===== src/rtl/ptp_pkg.sv =====
package ptp_pkg;

    typedef enum logic [2:0] {
        ST_IDLE,
        ST_DECODE,
        ST_DATA,
        ST_HOLD,
        ST_TURN,
        ST_SKIP
    } ptp_state_e;

    localparam logic [3:0] CMD_IO_RD  = 4'b0010;
    localparam logic [3:0] CMD_IO_WR  = 4'b0011;
    localparam logic [3:0] CMD_MEM_RD = 4'b0110;
    localparam logic [3:0] CMD_MEM_WR = 4'b0111;

    typedef struct packed {
        ptp_state_e  st;
        logic [29:0] addr;      // word address, AD[31:2]
        logic [3:0]  cmd;
        logic [31:0] ad_o;
        logic        ad_oe;
        logic        trdy_n;
        logic        devsel_n;
        logic        stop_n;
        logic        ctl_oe;
    } ptp_regs_t;

endpackage


===== src/rtl/ptp_decode.sv =====
module ptp_decode
    import ptp_pkg::*;
#(
    parameter int          NUM_WORDS = 8,
    parameter logic [31:0] BASE_ADDR = 32'h0000_1000,
    localparam int         IDX_W     = $clog2(NUM_WORDS),
    localparam int         WIN_LSB   = IDX_W + 2
) (
    input  logic [29:0]      addr,
    input  logic [3:0]       cmd,
    output logic             hit,
    output logic             is_write,
    output logic [IDX_W-1:0] idx
);

    logic cmd_ok;

    always_comb begin
        cmd_ok   = (cmd == CMD_IO_RD) || (cmd == CMD_IO_WR) ||
                   (cmd == CMD_MEM_RD) || (cmd == CMD_MEM_WR);
        hit      = cmd_ok && (addr[29:WIN_LSB-2] == BASE_ADDR[31:WIN_LSB]);
        is_write = cmd[0];
        idx      = addr[IDX_W-1:0];
    end

endmodule


===== src/rtl/ptp_regbank.sv =====
module ptp_regbank #(
    parameter int  NUM_WORDS = 8,
    localparam int IDX_W     = $clog2(NUM_WORDS),
    localparam int NBYTES    = 4
) (
    input  logic              clk,
    input  logic              rst_n,
    input  logic              wr_en,
    input  logic [IDX_W-1:0]  wr_idx,
    input  logic [31:0]       wr_data,
    input  logic [NBYTES-1:0] wr_be_n,
    input  logic [IDX_W-1:0]  rd_idx,
    output logic [31:0]       rd_data
);

    logic [31:0] words [NUM_WORDS];

    for (genvar w = 0; w < NUM_WORDS; w++) begin : g_word
        logic [31:0] word_q;
        logic        sel;

        assign sel = wr_en && (wr_idx == IDX_W'(w));

        always_ff @(posedge clk or negedge rst_n) begin
            if (!rst_n) begin
                word_q <= '0;
            end else if (sel) begin
                for (int b = 0; b < NBYTES; b++) begin
                    if (!wr_be_n[b]) word_q[8*b +: 8] <= wr_data[8*b +: 8];
                end
            end
        end

        assign words[w] = word_q;
    end

    assign rd_data = words[rd_idx];

endmodule


===== src/rtl/ptp_parity.sv =====
module ptp_parity (
    input  logic        clk,
    input  logic        rst_n,
    input  logic [31:0] ad,
    input  logic [3:0]  cbe_n,
    input  logic        ad_oe,
    output logic        par_o,
    output logic        par_oe
);

    logic par_d, par_q, oe_q;

    always_comb par_d = ^{ad, cbe_n};

    always_ff @(posedge clk or negedge rst_n) begin
        if (!rst_n) begin
            par_q <= 1'b0;
            oe_q  <= 1'b0;
        end else begin
            par_q <= par_d;
            oe_q  <= ad_oe;
        end
    end

    assign par_o  = par_q;
    assign par_oe = oe_q;

endmodule


===== src/rtl/pci_target_port.sv =====
module pci_target_port
    import ptp_pkg::*;
#(
    parameter int          NUM_WORDS = 8,
    parameter logic [31:0] BASE_ADDR = 32'h0000_1000,
    localparam int         IDX_W     = $clog2(NUM_WORDS)
) (
    input  logic        clk,
    input  logic        rst_n,
    input  logic        frame_n,
    input  logic        irdy_n,
    input  logic [31:0] ad_i,
    input  logic [3:0]  cbe_n,
    output logic [31:0] ad_o,
    output logic        ad_oe,
    output logic        par_o,
    output logic        par_oe,
    output logic        devsel_n,
    output logic        trdy_n,
    output logic        stop_n,
    output logic        ctl_oe
);

    ptp_regs_t        q, d;
    logic             hit, is_write, wr_en;
    logic [IDX_W-1:0] idx;
    logic [31:0]      rd_data;

    ptp_decode #(.NUM_WORDS(NUM_WORDS), .BASE_ADDR(BASE_ADDR)) u_decode (
        .addr     (q.addr),
        .cmd      (q.cmd),
        .hit      (hit),
        .is_write (is_write),
        .idx      (idx)
    );

    ptp_regbank #(.NUM_WORDS(NUM_WORDS)) u_bank (
        .clk     (clk),
        .rst_n   (rst_n),
        .wr_en   (wr_en),
        .wr_idx  (idx),
        .wr_data (ad_i),
        .wr_be_n (cbe_n),
        .rd_idx  (idx),
        .rd_data (rd_data)
    );

    ptp_parity u_par (
        .clk    (clk),
        .rst_n  (rst_n),
        .ad     (q.ad_o),
        .cbe_n  (cbe_n),
        .ad_oe  (q.ad_oe),
        .par_o  (par_o),
        .par_oe (par_oe)
    );

    always_comb begin
        d     = q;
        wr_en = 1'b0;
        unique case (q.st)
            ST_IDLE: begin
                d.ctl_oe = 1'b0;
                if (!frame_n) begin
                    d.addr = ad_i[31:2];
                    d.cmd  = cbe_n;
                    d.st   = ST_DECODE;
                end
            end
            ST_DECODE: begin
                if (hit) begin
                    d.st       = ST_DATA;
                    d.devsel_n = 1'b0;
                    d.trdy_n   = 1'b0;
                    d.stop_n   = frame_n;   // initiator still wants more: disconnect
                    d.ctl_oe   = 1'b1;
                    if (!is_write) begin
                        d.ad_o  = rd_data;
                        d.ad_oe = 1'b1;
                    end
                end else begin
                    d.st = ST_SKIP;
                end
            end
            ST_DATA: begin
                if (!irdy_n) begin
                    wr_en    = is_write;
                    d.trdy_n = 1'b1;
                    d.ad_oe  = 1'b0;
                    if (frame_n) begin
                        d.st       = ST_TURN;
                        d.devsel_n = 1'b1;
                        d.stop_n   = 1'b1;
                    end else begin
                        d.st = ST_HOLD;
                    end
                end
            end
            ST_HOLD: begin
                if (frame_n) begin
                    d.st       = ST_TURN;
                    d.devsel_n = 1'b1;
                    d.stop_n   = 1'b1;
                end
            end
            ST_TURN: begin
                d.ctl_oe = 1'b0;
                d.st     = ST_IDLE;
            end
            ST_SKIP: begin
                if (frame_n && irdy_n) d.st = ST_IDLE;
            end
            default: d.st = ST_IDLE;
        endcase
    end

    always_ff @(posedge clk or negedge rst_n) begin
        if (!rst_n) begin
            q          <= '0;
            q.st       <= ST_IDLE;
            q.trdy_n   <= 1'b1;
            q.devsel_n <= 1'b1;
            q.stop_n   <= 1'b1;
        end else begin
            q <= d;
        end
    end

    assign ad_o     = q.ad_o;
    assign ad_oe    = q.ad_oe;
    assign devsel_n = q.devsel_n;
    assign trdy_n   = q.trdy_n;
    assign stop_n   = q.stop_n;
    assign ctl_oe   = q.ctl_oe;

endmodule


===== config.mk =====
export PLATFORM = sky130hd
export DESIGN_NAME = pci_target_port
export DESIGN_NICKNAME = d
export VERILOG_FILES = /design/src/rtl/ptp_pkg.sv /design/src/rtl/ptp_decode.sv /design/src/rtl/ptp_regbank.sv /design/src/rtl/ptp_parity.sv /design/src/rtl/pci_target_port.sv
export SDC_FILE = /design/constraint.sdc
export NUM_CORES = 1
export LEC_CHECK = 0
export BUFFER_PORTS_ARGS = -buffer_cell sky130_fd_sc_hd__buf_2
export CAP_MARGIN = 20
export CORE_UTILIZATION = 32
export DETAILED_ROUTE_END_ITERATION = 16
export PLACE_DENSITY = 0.46
export SYNTH_ARGS = -nofsm -noshare
export SYNTH_HDL_FRONTEND = slang
export SYNTH_SLANG_ARGS = --single-unit

===== constraint.sdc =====
create_clock -name clk -period 3.15 [get_ports clk]
set_input_delay 0.63 -clock clk [delete_from_list [all_inputs] [get_ports clk]]
set_output_delay 0.63 -clock clk [all_outputs]
set_load 0.05 [all_outputs]

=== Word level (Yosys, flattened, before mapping) ===
Index checks and enable logic that the tools add are counted.

* Order comparisons: 1
* Equality and inequality tests: 23
* Multiplexer cells: 19
* Bitwise operators: 7
* Reductions and logical operators: 59

{| class="wikitable"
|+ Operator list
! cell !! count
|-
| $bmux W32 S3 || 1
|-
| $reduce_and A2 Y1 || 34
|-
| $mux W32 || 2
|-
| $mux W37 || 1
|-
| $reduce_xor A36 Y1 || 1
|-
| $eq A27 B8 Y1 const B || 1
|-
| $eq A3 B3 Y1 const B || 6
|-
| $mux W3 || 5
|-
| $pmux W3 S5 || 1
|-
| $eq A3 B2 Y1 const B || 4
|-
| $ne A2 B2 Y1 const B || 6
|-
| $logic_and A1 B1 Y1 || 10
|-
| $reduce_and A3 Y1 || 3
|-
| $eq A4 B2 Y1 const B || 2
|-
| $eq A4 B3 Y1 const B || 2
|-
| $reduce_and A4 Y1 || 2
|-
| $eq A3 B1 Y1 const B || 2
|-
| $logic_not A3 Y1 || 2
|-
| $not A1 Y1 || 6
|-
| $pmux W2 S3 || 1
|-
| $mux W5 || 1
|-
| $ge A4 B4 Y1 const B || 1
|-
| $mux W4 || 1
|-
| $not A3 Y4 || 1
|-
| other kinds (8) || 13
|}

* Bits in registers: 332
* Input bits: 40
* Output and inout port bits: 39
* Word-level logic and storage cells: 152

=== Longest topological paths before layout ===
Gate-level depths: netlist of run 1.

* Depth in word-level cells: 7
* Gate-level depth with buffers: 8
* Depth with buffers taken out: 5

=== Modules after synthesis ===
Synthesis of run 1 repeated with hierarchy kept, for this count alone.

* Cell total of the unflattened synthesis: 952
* Area, all modules: 15421.0 um^2

{| class="wikitable"
|+ By module, submodules not included
! module !! times used !! cells an instance !! area each (um^2) !! seq. area each (um^2)
|-
| ptp_regbank || 1 || 684 || 11796.3 || 6406.1
|-
| pci_target_port || 1 || 217 || 3153.0 || 1855.5
|-
| ptp_parity || 1 || 36 || 361.6 || 50.0
|-
| ptp_decode || 1 || 15 || 110.1 || 0.0
|}

=== Worst setup path before layout of run 1 ===
OpenSTA, ideal clock, no wires.

* Path kind: in2reg
* From: input irdy_n
* To: register u_bank.g_word[7].word_q[0]
* Library setup time: 125 ps
* Arrival: 2349 ps
* Setup slack: 677 ps
* Stages on the path: 5
* Cell sequence: or3b_4 -> nor4b_4 -> nand3_4 -> nor2_8 -> mux2_2

* Cells in the longest elaborated chain, start to end: 4

{| class="wikitable"
|+ Ends and longest elaborated chain
! item !! line !! text
|-
| start, declared || pci_target_port.sv:11 || <nowiki>input logic irdy_n,</nowiki>
|-
| $mux W1 || pci_target_port.sv:86 || <nowiki>if (!irdy_n) begin</nowiki>
|-
| $mux W1 || pci_target_port.sv:61 || <nowiki>unique case (q.st)</nowiki>
|-
| $logic_and A1 B1 Y1 || ptp_regbank.sv:22 || <nowiki>assign sel = wr_en && (wr_idx == IDX_W'(w));</nowiki>
|-
| $reduce_and A2 Y1 (no source line) || - ||
|-
| end signal, assigned by index || ptp_regbank.sv:29 || <nowiki>if (!wr_be_n[b]) word_q[8*b +: 8] <= wr_data[8*b +: 8];</nowiki>
|-
| end, declared || ptp_regbank.sv:19 || <nowiki>logic [31:0] word_q;</nowiki>
|}

No other way between the ends.
A chain may end at the register's enable or synchronous reset.

=== Worst setup path after layout of run 1 ===
* From: register q[73] (netlist bit)
* To: register u_bank.g_word[5].word_q[2]

* Cells in the longest elaborated chain, start to end: 4

{| class="wikitable"
|+ Ends and longest elaborated chain
! item !! line !! text
|-
| start, declared || pci_target_port.sv:24 || <nowiki>ptp_regs_t q, d;</nowiki>
|-
| $eq A3 B2 Y1 || pci_target_port.sv:61 ||
|-
| $mux W1 || pci_target_port.sv:61 ||
|-
| $logic_and A1 B1 Y1 || ptp_regbank.sv:22 ||
|-
| $reduce_and A2 Y1 (no source line) || - ||
|-
| end signal, assigned by index || ptp_regbank.sv:29 ||
|-
| end, declared || ptp_regbank.sv:19 ||
|}

No other way between the ends.

==> results.toml, run 1 <==
[sta]
slew_headroom_pct = 45.4
tightest_slew_ns = 0.813
period_share_pct = 76.7
rsz0062_at_grt = "false"
finalHoldViolCount = 0
slew_viol_final = 0
setup_viol = 0
setup_tns_ns = 0
fin_ws_ns = 0.733
fin_crit_ns = 2.42
max_freq_mhz = 414
finClkSkew_ns = 0.0110
worst_hold_slack_ns = 0.424

[grt]
gr-total-overflow = 0
grt_pass1_wl_um = 57500
antenna_found_initial = 2
gr-usage-met3_pct = 3.34
first_global_vias = 8969
use_met2_pct = 25.7
gr-usage-all-layers_pct = 16.1
grt.busiest_layer = "met2"
grt.met1_usage_pct = 22.0
grt_max_degree = 71

[power]
p_per_area_nw_per_um2 = 641
ir_worst_vdd_uv = 334
leakage_nw = 8.47

[placement]
dpl.hpwl_um = 23500
port_buffers = 78
preCtsSetupSlack_ns = 0.503
routabilityCongestion = 0.686

[yosys]
ys_types = 36
ys.warnings.count = 0
ys_seq_area_share_pct = 55.0
synth_fp_nets = 1014
yosys-top-cells-area = "dfrtp_1, mux2_2, mux4_2"
yosysMostFrequentCell = "dfrtp_1"
synth_edf_count = 0
syn_area_um2 = 15100
synth-seq-cells = 331
yosysTopAreaCellShare_pct = 54.4
synth_commonest_cells = "dfrtp_1, mux2_2, mux4_2"
syn_area_per_cell_um2 = 15.5
async_reset_ff_share_pct = 100
synth_area_leader_cell = "dfrtp_1"
ys.flop_type = "dfrtp_1"
syn-instance-count = 974

[clock_tree]
cts_inserted_buffers = 39
htree_levels = 2
post-cts-setup-buffers = 0
cts_tree = "done"
clock_path_buffers = 3
clk_pin_slew_worst_paths_ns = 0.06
clk_latency_ns = 0.54
ctsResizeCount = 0
cts_root_buf = "clkbuf_16"
cts_sinks = 331

[floorplan]
num_io_pins = 79
core_area_um2 = 46600
dieWidth_um = 219
start_util_pct = 32.4
fp-row-count = 79
die-area_um2 = 48000
die_height_um = 219

[drt]
drtIter0Drc = 430
totalWireLength_um = 36500
vias = 8300
routedWlPerCell_um = 21.5
final_antenna_net_count = 0
drt_pass1_iterations = 4
remaining_drc_errors = 0
via_per_inst = 4.89

[critical_path]
cp-end-kind = "register"
worst_path_largest_cell_delay_ns = 0.48
crit_start = "q[73]"
worstReg2RegStart = "q[73]"
cp_num_buf_inv = 1
crit_family = "simple AND/OR/NAND/NOR gates"
worst-path-max-fanout = 8
required_ns = 3.57
worstPathCellList = "or3b_4 > nor4b_4 > buf_4 > nand2_4 > nor2_8 > mux2_2"
critPathLaunchType = "register"
worstPathArrival_ns = 2.84
path_class = "register to register"
cp_slowest_cell = "or3b_4"

[finish]
drive_gt1_share_pct = 52.0
final_nets = 1100
area_growth_pct = 16.1

[min_path]
min-delay-start = "frame_n"
min_path_type = "primary input to register"

[job]
drv_cap = 0

[run_status]
status = "completed"
## placed cells by master (no fill, tap or decap), drive strengths merged, types with 4 or more instances in the layout
cell type | synthesis | layout
mux2 | 288 | 288
xor2 | 4 | 4
a21oi | 34 | 34
dfrtp | 328 | 328
clkbuf | 20 | 60
mux2i | 32 | 32
xnor2 | 29 | 29
mux4 | 64 | 64
nand2 | 15 | 15
nor4 | 7 | 7
clkinv | 0 | 6
a31oi | 4 | 4
o21ai | 5 | 5
buf | 49 | 113
nor2 | 69 | 69
## layout make-up
class                      instances  area, um^2
clock inverter                     8        93.8
tap                              607         759
clock buffer                      60        1210
inverter                           2        7.51
multi-input combinational        572        6410
fill                            4412       29000
timing repair buffer             114         736
antenna                            2        5.00
sequential                       331        8300
## where the power goes
part	switching (mW)	leakage, nW	internal [mW]
Clock	1.77	0.646	2.79
Sequential	0.441	4.53	4.53
Combinational	0.849	3.30	0.836
## repair_timing
item | in CTS | in global routing
endpoints found under the setup margin | 0 | 0
hold buffers | 1 | 0
hold endpoints to repair | 27 | 0
## path summary, 6_finish.rpt
| kind | to | slack [ns] | cells past startpoint |
|---|---|---|---|
| worst max-delay path | u_bank.g_word[5].word_q[2] | 0.73 | 6 |
| worst min-delay path | stop_n | 0.42 | 3 |
| worst max register to register | u_bank.g_word[5].word_q[2] | 0.73 | 6 |
| worst min register to register | u_bank.g_word[4].word_q[10] | 0.48 | 1 |
| max in group asynchronous | u_bank.g_word[6].word_q[27] | 1.82 | 3 |
| min in group asynchronous | u_bank.g_word[0].word_q[4] | 0.56 | 2 |
## sequential cells by signal, summed over array words and instances (netlist names)
register,count
u_par.par_oe,1
ad_oe,1
devsel_n,1
trdy_n,1
u_bank.g_word.word_q,256
u_par.par_o,1
ad_o,32
ctl_oe,1
stop_n,1
q,36
## tightest hold or removal path: cells and delay by family
family,cells,cell delay (ns)
buffers and inverters,1,0.16
AO/OA/AOI/OAI,2,0.17
## through the flow
stage	power [mW]	area, um^2	instances	utilization, %
final	11.2	17500	1696	37.6
after global routing	11.7	17500	1695	37.6
after CTS	11.5	17500	1694	37.6
after detailed placement	6.79	16200	1625	34.8
after global placement	6.78	16200	1625	34.8
after floorplan	6.08	15100	974	-
## per-layer routing
layer	share of wire (%)	vias to the layer above
met3	3.7	52
li1	-	3707
met2	48	125
met4	2.1	2
met5	0.025	-
met1	46	4414
## cells by family (layout without fill, tap and decap cells)
kind of cell | count (synthesis) | count (layout) | share of synthesized area (%)
other | 0 | 2 | 0
DFF | 331 | 331 | 55.0
xor gates and xnor gates | 34 | 34 | 2.07
muxes | 384 | 384 | 33.2
buffers and inverters | 71 | 184 | 2.65
and+or+nand+nor | 109 | 109 | 5.58
AOI/OAI and AO/OA | 45 | 45 | 1.57
(Power assumes the default switching activity.)
==> run 2, diff against run 1 <==
--- a/config.mk
+++ b/config.mk
@@ -5,11 +5,12 @@
 export SDC_FILE = /design/constraint.sdc
 export NUM_CORES = 1
 export LEC_CHECK = 0
+export ABC_AREA = 1
 export BUFFER_PORTS_ARGS = -buffer_cell sky130_fd_sc_hd__buf_2
 export CAP_MARGIN = 20
 export CORE_UTILIZATION = 32
 export DETAILED_ROUTE_END_ITERATION = 16
-export PLACE_DENSITY = 0.46
+export PLACE_DENSITY = 0.48
 export SYNTH_ARGS = -nofsm -noshare
 export SYNTH_HDL_FRONTEND = slang
 export SYNTH_SLANG_ARGS = --single-unit
==> constraint.sdc (replaced) <==
create_clock -name clk -period 2 [get_ports clk]
set_input_delay 0.4 -clock clk [delete_from_list [all_inputs] [get_ports clk]]
set_output_delay 0.4 -clock clk [all_outputs]
set_load 0.05 [all_outputs]
==> run 2 against run 1 <==
Net effect:
- non-clock buffer count increased by 14
- highest routed layer is now met4
- largest cell class unchanged
- clock power rose by 64%
- sequential share of layout area decreased by 1.3 points
- synthesized area rose by 3.4%
- sequential cell count stayed put
- final cell count rose by 46%
- first-iteration DRC count increased by 110%
- register-to-register slack got worse by 0.66 ns
- sequential power increased by 46%
- clock skew increased by 0.019 ns
- utilization about the same
- largest power group is now the clock network
==> results.toml, run 2 <==
[finish]
largest_register = "u_bank.g_word.word_q"
area_growth_pct = 15.5
num_antenna_cells = 0
final_common_cell = "nand2_1"
drive_gt1_share_pct = 16.9
largest_reg_flops = 256
nFillCells = 4879
final_nets = 1865
final_cell_mix = "nand2_1, dfrtp_1, o21ai_1"
final_core_util_pct = 37.6

[sta]
setup_viol = 0
period_share_pct = 96.2
slew_headroom_pct = 66.4
finalHoldViolCount = 0
tightest_slew_ns = 0.498
setup_tns_ns = 0
finClkSkew_ns = 0.0298
max_freq_mhz = 520
worst_hold_slack_ns = 0.133
fin_crit_ns = 1.92
rsz0062_at_grt = "true"
slew_viol_final = 0

[run_status]
status = "completed"

[grt]
use_met2_pct = 29.3
gr-usage-all-layers_pct = 18.1
first_global_vias = 11800
gr-total-overflow = 0
gr-usage-met3_pct = 3.27
grt.met1_usage_pct = 24.7
grt.busiest_layer = "met2"
grt_pass1_wl_um = 69600
antenna_found_initial = 0
grt_max_degree = 68

[clock_tree]
cts_tree = "done"
clock_path_buffers = 3
cts_sinks = 331
cts_inserted_buffers = 39
clk_latency_ns = 0.57
clk_pin_slew_worst_paths_ns = 0.06
htree_levels = 2
cts_root_buf = "clkbuf_16"

[yosys]
yosys-top-cells-area = "dfrtp_1, nand2_1, o21ai_1"
async_reset_ff_share_pct = 100
yosysMostFrequentCell = "nand2_1"
syn_area_um2 = 15600
syn_area_per_cell_um2 = 8.81
synth-seq-cells = 331
synth_edf_count = 0
synth_fp_nets = 1810
ys_seq_area_share_pct = 53.2
syn-instance-count = 1770
ys.warnings.count = 0
synth_area_leader_cell = "dfrtp_1"
synth_commonest_cells = "nand2_1, dfrtp_1, o21ai_1"
ys_types = 34
yosysTopAreaCellShare_pct = 52.7
ys.flop_type = "dfrtp_1"

[min_path]
min-delay-start = "frame_n"
min_path_type = "primary input to register"

[placement]
port_buffers = 78
dpl.hpwl_um = 29000
routabilityCongestion = 0.760

[critical_path]
critPathLaunchType = "register"
worst-path-max-fanout = 16
required_ns = 2.44
crit_start = "q[73]"
cp-end-kind = "register"
worstPathArrival_ns = 2.36
path_class = "register to register"
worstReg2RegStart = "q[73]"

[drt]
drt_pass1_iterations = 5
vias = 12000
routedWlPerCell_um = 18.0
totalWireLength_um = 44400
via_per_inst = 4.85
remaining_drc_errors = 0
final_antenna_net_count = 0
drtIter0Drc = 883

[power]
p_per_area_nw_per_um2 = 1020
ir_worst_vdd_uv = 534
total_power_mw = 18.3
leakage_nw = 8.72

[floorplan]
die_height_um = 223
start_util_pct = 32.6
fp-row-count = 80
core_area_um2 = 47800
num_io_pins = 79
dieWidth_um = 223
die-area_um2 = 49600

[job]
drv_cap = 0
run 2: cell types whose count changed in the layout (fill, tap and decap cells not counted), sizes merged, moves of 23 or more:
cell   before  now
o21ai       5  339
a21oi      34    2
mux2i      32    0
nand2      15  748
nor2       69   36
mux2      288    0
a22oi       0   23
nand4       2   34
mux4       64    0
inv         2   72
run 2: worst max-delay path: stages, from the launching register on:
cell and delay (ns):
dfrtp_1 0.45, nor3_4 0.26, nand2_4 0.12, nor2_8 0.17, nand2_8 0.13, nor2_8 0.16, nand2_2 0.27, nand2_1 0.18
o21ai_2 0.06
run 2: power by group:
part	leakage, nW	internal, mW	total (mW)	switching [mW]
clock network	0.675	4.59	7.49	2.89
registers	4.55	7.06	7.28	0.226
logic	3.50	0.979	3.50	2.52
total	8.72	12.6	18.3	5.64
run 2: path summary, 6_finish.rpt:
| kind | endpoint | slack [ns] | cells past startpoint |
|---|---|---|---|
| setup reg to reg | u_bank.g_word[6].word_q[7] | 0.08 | 8 |
| max in group asynchronous | stop_n | 0.91 | 3 |
| setup / recovery | u_bank.g_word[6].word_q[7] | 0.08 | 8 |
| min in group asynchronous | u_bank.g_word[5].word_q[22] | 0.36 | 2 |
| hold reg to reg | u_par.par_oe | 0.45 | 0 |
| hold / removal | stop_n | 0.13 | 3 |
run 2: cell type report:
cell class | count | area (um^2) | area share [%]
inverters | 71 | 272 | 1.51
clock buffers | 57 | 1170 | 6.53
clock inverters | 13 | 184 | 1.02
multi-input cells | 1254 | 6260 | 34.8
well taps | 615 | 769 | 4.28
flip-flops and latches | 331 | 8290 | 46.1
repair buffers | 128 | 1050 | 5.84
run 2: per-layer routing:
metal / share of wire [%] / wire, um / vias to the layer above
li1: - / - / 5896
met5: 0 / 0 / -
met1: 47 / 20800 / 5818
met3: 3.8 / 1710 / 57
met4: 2.2 / 954 / 0
met2: 47 / 20900 / 198
run 2: repair_timing:
action	4_1_cts	5_1_grt
endpoints found under the setup margin	0	38
hold buffers	1	0
resized for setup	0	7
buffers inserted	0	4
hold endpoints to repair	36	0
run 2: cell families (layout without fill, tap and decap cells):
group           Yosys count  after routing  synth area share (%)
simple gates            838            838                  23.7
compound gates          397            397                  15.0
flops                   331            331                  53.2
buf+inv                 185            269                  7.01
xor+xnor                 19             19                  1.07
run 2: metrics by stage:
| step | worst slack, ns | cells | instance area, um^2 |
|---|---|---|---|
| finish | 0.0755 | 2469 | 18000 |
| global route | -0.0714 | 2469 | 18000 |
| detailed placement | 0.0607 | 2392 | 16500 |
| global placement | 0.119 | 2392 | 16500 |
| floorplan | 0.294 | 1770 | 15600 |
| CTS | 0.0541 | 2463 | 17900 |
==> run 3, diff against run 2 <==
--- a/config.mk
+++ b/config.mk
@@ -5,12 +5,12 @@
 export SDC_FILE = /design/constraint.sdc
 export NUM_CORES = 1
 export LEC_CHECK = 0
-export ABC_AREA = 1
 export BUFFER_PORTS_ARGS = -buffer_cell sky130_fd_sc_hd__buf_2
 export CAP_MARGIN = 20
 export CORE_UTILIZATION = 32
 export DETAILED_ROUTE_END_ITERATION = 16
 export PLACE_DENSITY = 0.48
+export SLEW_MARGIN = 20
 export SYNTH_ARGS = -nofsm -noshare
 export SYNTH_HDL_FRONTEND = slang
 export SYNTH_SLANG_ARGS = --single-unit
==> run 3 against run 2 <==
Net effect:
- the flow now finishes with violations (setup timing)
- utilization rose by 4.4 points
- setup slack worse by 0.25 ns
- design area is 8.7% higher
- register-to-register slack worse by 0.25 ns
- final cell count is 29% lower
- die area decreased by 3.2%
- critical path depth is 2 lower
- highest routed layer unchanged
- sequential cell count unchanged
- first-iteration DRC count decreased by 67%
==> results.toml, run 3 (synthesized netlist as in run 1, its figures left out) <==
[run_status]
status = "finished, violations left"
violations = "setup timing"

[min_path]
min-delay-start = "frame_n"
hold_end = "stop_n"
min_path_type = "primary input to register"
hold_depth = 3

[clock_tree]
clock_path_buffers = 3
cts_root_buf = "clkbuf_16"
cts_inserted_buffers = 38
clk_pin_slew_worst_paths_ns = 0.06
htree_levels = 2
clk_latency_ns = 0.55
cts_tree = "done"
cts_sinks = 331

[critical_path]
worstPathArrival_ns = 2.59
crit_family = "simple AND/OR/NAND/NOR gates"
cp-end-kind = "register"
worst_path_largest_cell_delay_ns = 0.44
rrSetupSlack_ns = -0.17
reg2reg_depth = 6
cp_slowest_cell = "or3b_4"
r2r-end = "u_bank.g_word[5].word_q[0]"
path_class = "register to register"
worstReg2RegStart = "q[73]"
worst-path-max-fanout = 8
cp_num_buf_inv = 1
critPathLaunchType = "register"
required_ns = 2.42
worstPathCellList = "or3b_4 > nor4b_4 > buf_6 > nand2_4 > nor2_8 > mux2_2"

[grt]
gr-total-overflow = 0
first_global_vias = 9376
antenna_found_initial = 0
grt_max_degree = 58
gr-usage-all-layers_pct = 16.9
grt_pass1_wl_um = 60300

[sta]
slew_viol_final = 0
worst_hold_slack_ns = 0.181
fin_crit_ns = 2.17
slew_headroom_pct = 59.6
period_share_pct = 108
rsz0062_at_grt = "true"
tightest_slew_ns = 0.607
finalHoldViolCount = 0
max_freq_mhz = 461
setup_viol = 289
fin_ws_ns = -0.170
finClkSkew_ns = 0.0209

[floorplan]
fp-row-count = 79
num_io_pins = 79
start_util_pct = 32.4
dieWidth_um = 219
die_height_um = 219
core_area_um2 = 46600
die-area_um2 = 48000

[placement]
dpl.hpwl_um = 24000
port_buffers = 78
routabilityCongestion = 0.726

[drt]
via_per_inst = 4.95
drt_pass1_iterations = 4
drtIter0Drc = 289
final_antenna_net_count = 0
remaining_drc_errors = 0
routedWlPerCell_um = 22.3
vias = 8692
totalWireLength_um = 39200

[finish]
largest_register = "u_bank.g_word.word_q"
final_nets = 1161
area_growth_pct = 29.8
drive_gt1_share_pct = 61.0
num_antenna_cells = 0
nFillCells = 4221
final_common_cell = "dfrtp_1"
largest_reg_flops = 256
final_cell_mix = "dfrtp_1, mux2_4, mux2_2"

[power]
p_per_area_nw_per_um2 = 919
p_comb_share_pct = 18.8
power_switching_share_pct = 27.6
leakage_nw = 9.14
p_int_mw = 13.0
power_switching_mw = 4.96
total_power_mw = 18.0
power_frac_seq_pct = 41.7
ir_worst_vdd_uv = 594
clkPwrFrac_pct = 39.5

[job]
drv_cap = 0
==> run 3: power by group through the flow <==
stage	logic [mW]	registers [mW]	clock network, mW
2_1_floorplan	2.16	7.43	0
5_1_grt	3.64	7.56	7.61
6_report	3.38	7.50	7.09
3_5_place_dp	3.36	7.60	0
4_1_cts	3.44	7.50	7.31
3_3_place_gp	3.34	7.59	0
==> run 3: repair_timing <==
item | in CTS | in global routing
endpoints found under the hold margin | 40 | 0
cloned | 6 | 0
buffers inserted | 10 | 2
endpoints found under the setup margin | 292 | 293
pin swaps | 24 | 21
hold buffers | 1 | 0
resized for setup | 150 | 100
==> run 3: metrics by stage <==
stage               setup TNS (ns)  cell area, um^2  cells  worst slack [ns]  utilization [%]
finish                      -29.61            19600   1755            -0.170             42.0
detailed placement          -73.99            17100   1671            -0.381             36.7
floorplan                   -58.04            15300    974            -0.301                -
CTS                         -41.73            19200   1754            -0.236             41.1
global route                -51.11            19600   1755            -0.238             42.0
global placement            -70.40            17100   1671            -0.362             36.7
==> run 3: worst max-delay path by stage <==
stage / start / end / slack, ns / cells after the start
after floorplan: q[73] / u_bank.g_word[7].word_q[0] / -0.30 / 5
after global placement: irdy_n / u_bank.g_word[7].word_q[4] / -0.36 / 7
after detailed placement: irdy_n / u_bank.g_word[7].word_q[24] / -0.38 / 7
after CTS: q[73] / u_bank.g_word[7].word_q[5] / -0.24 / 7
after global routing: q[73] / u_bank.g_word[7].word_q[24] / -0.24 / 7
final: q[73] / u_bank.g_word[5].word_q[0] / -0.17 / 6
==> run 3: layout make-up <==
class	count	area, um^2	area share (%)
inverters	2	7.51	0.0384
multi-input cells	572	7500	38.3
clock buffers	61	1150	5.87
clock inverters	6	109	0.556
flip-flops and latches	331	8300	42.4
well taps	607	759	3.88
repair buffers	176	1750	8.93
==> run 3: per-layer routing <==
metal / global-route usage, % / routed length (um) / up-vias
met5: 0 / 0 / -
met4: 5.46 / 909 / 0
met3: 2.31 / 1260 / 58
met2: 26.7 / 18600 / 121
met1: 24.0 / 18500 / 4676
li1: - / - / 3837
==> run 3: worst reg2reg max path, stage by stage, from the launching register on <==
cell and delay [ns]:
dfrtp_1 0.38, or3b_4 0.44, nor4b_4 0.24, buf_6 0.18, nand2_4 0.16, nor2_8 0.28
mux2_2 0.37
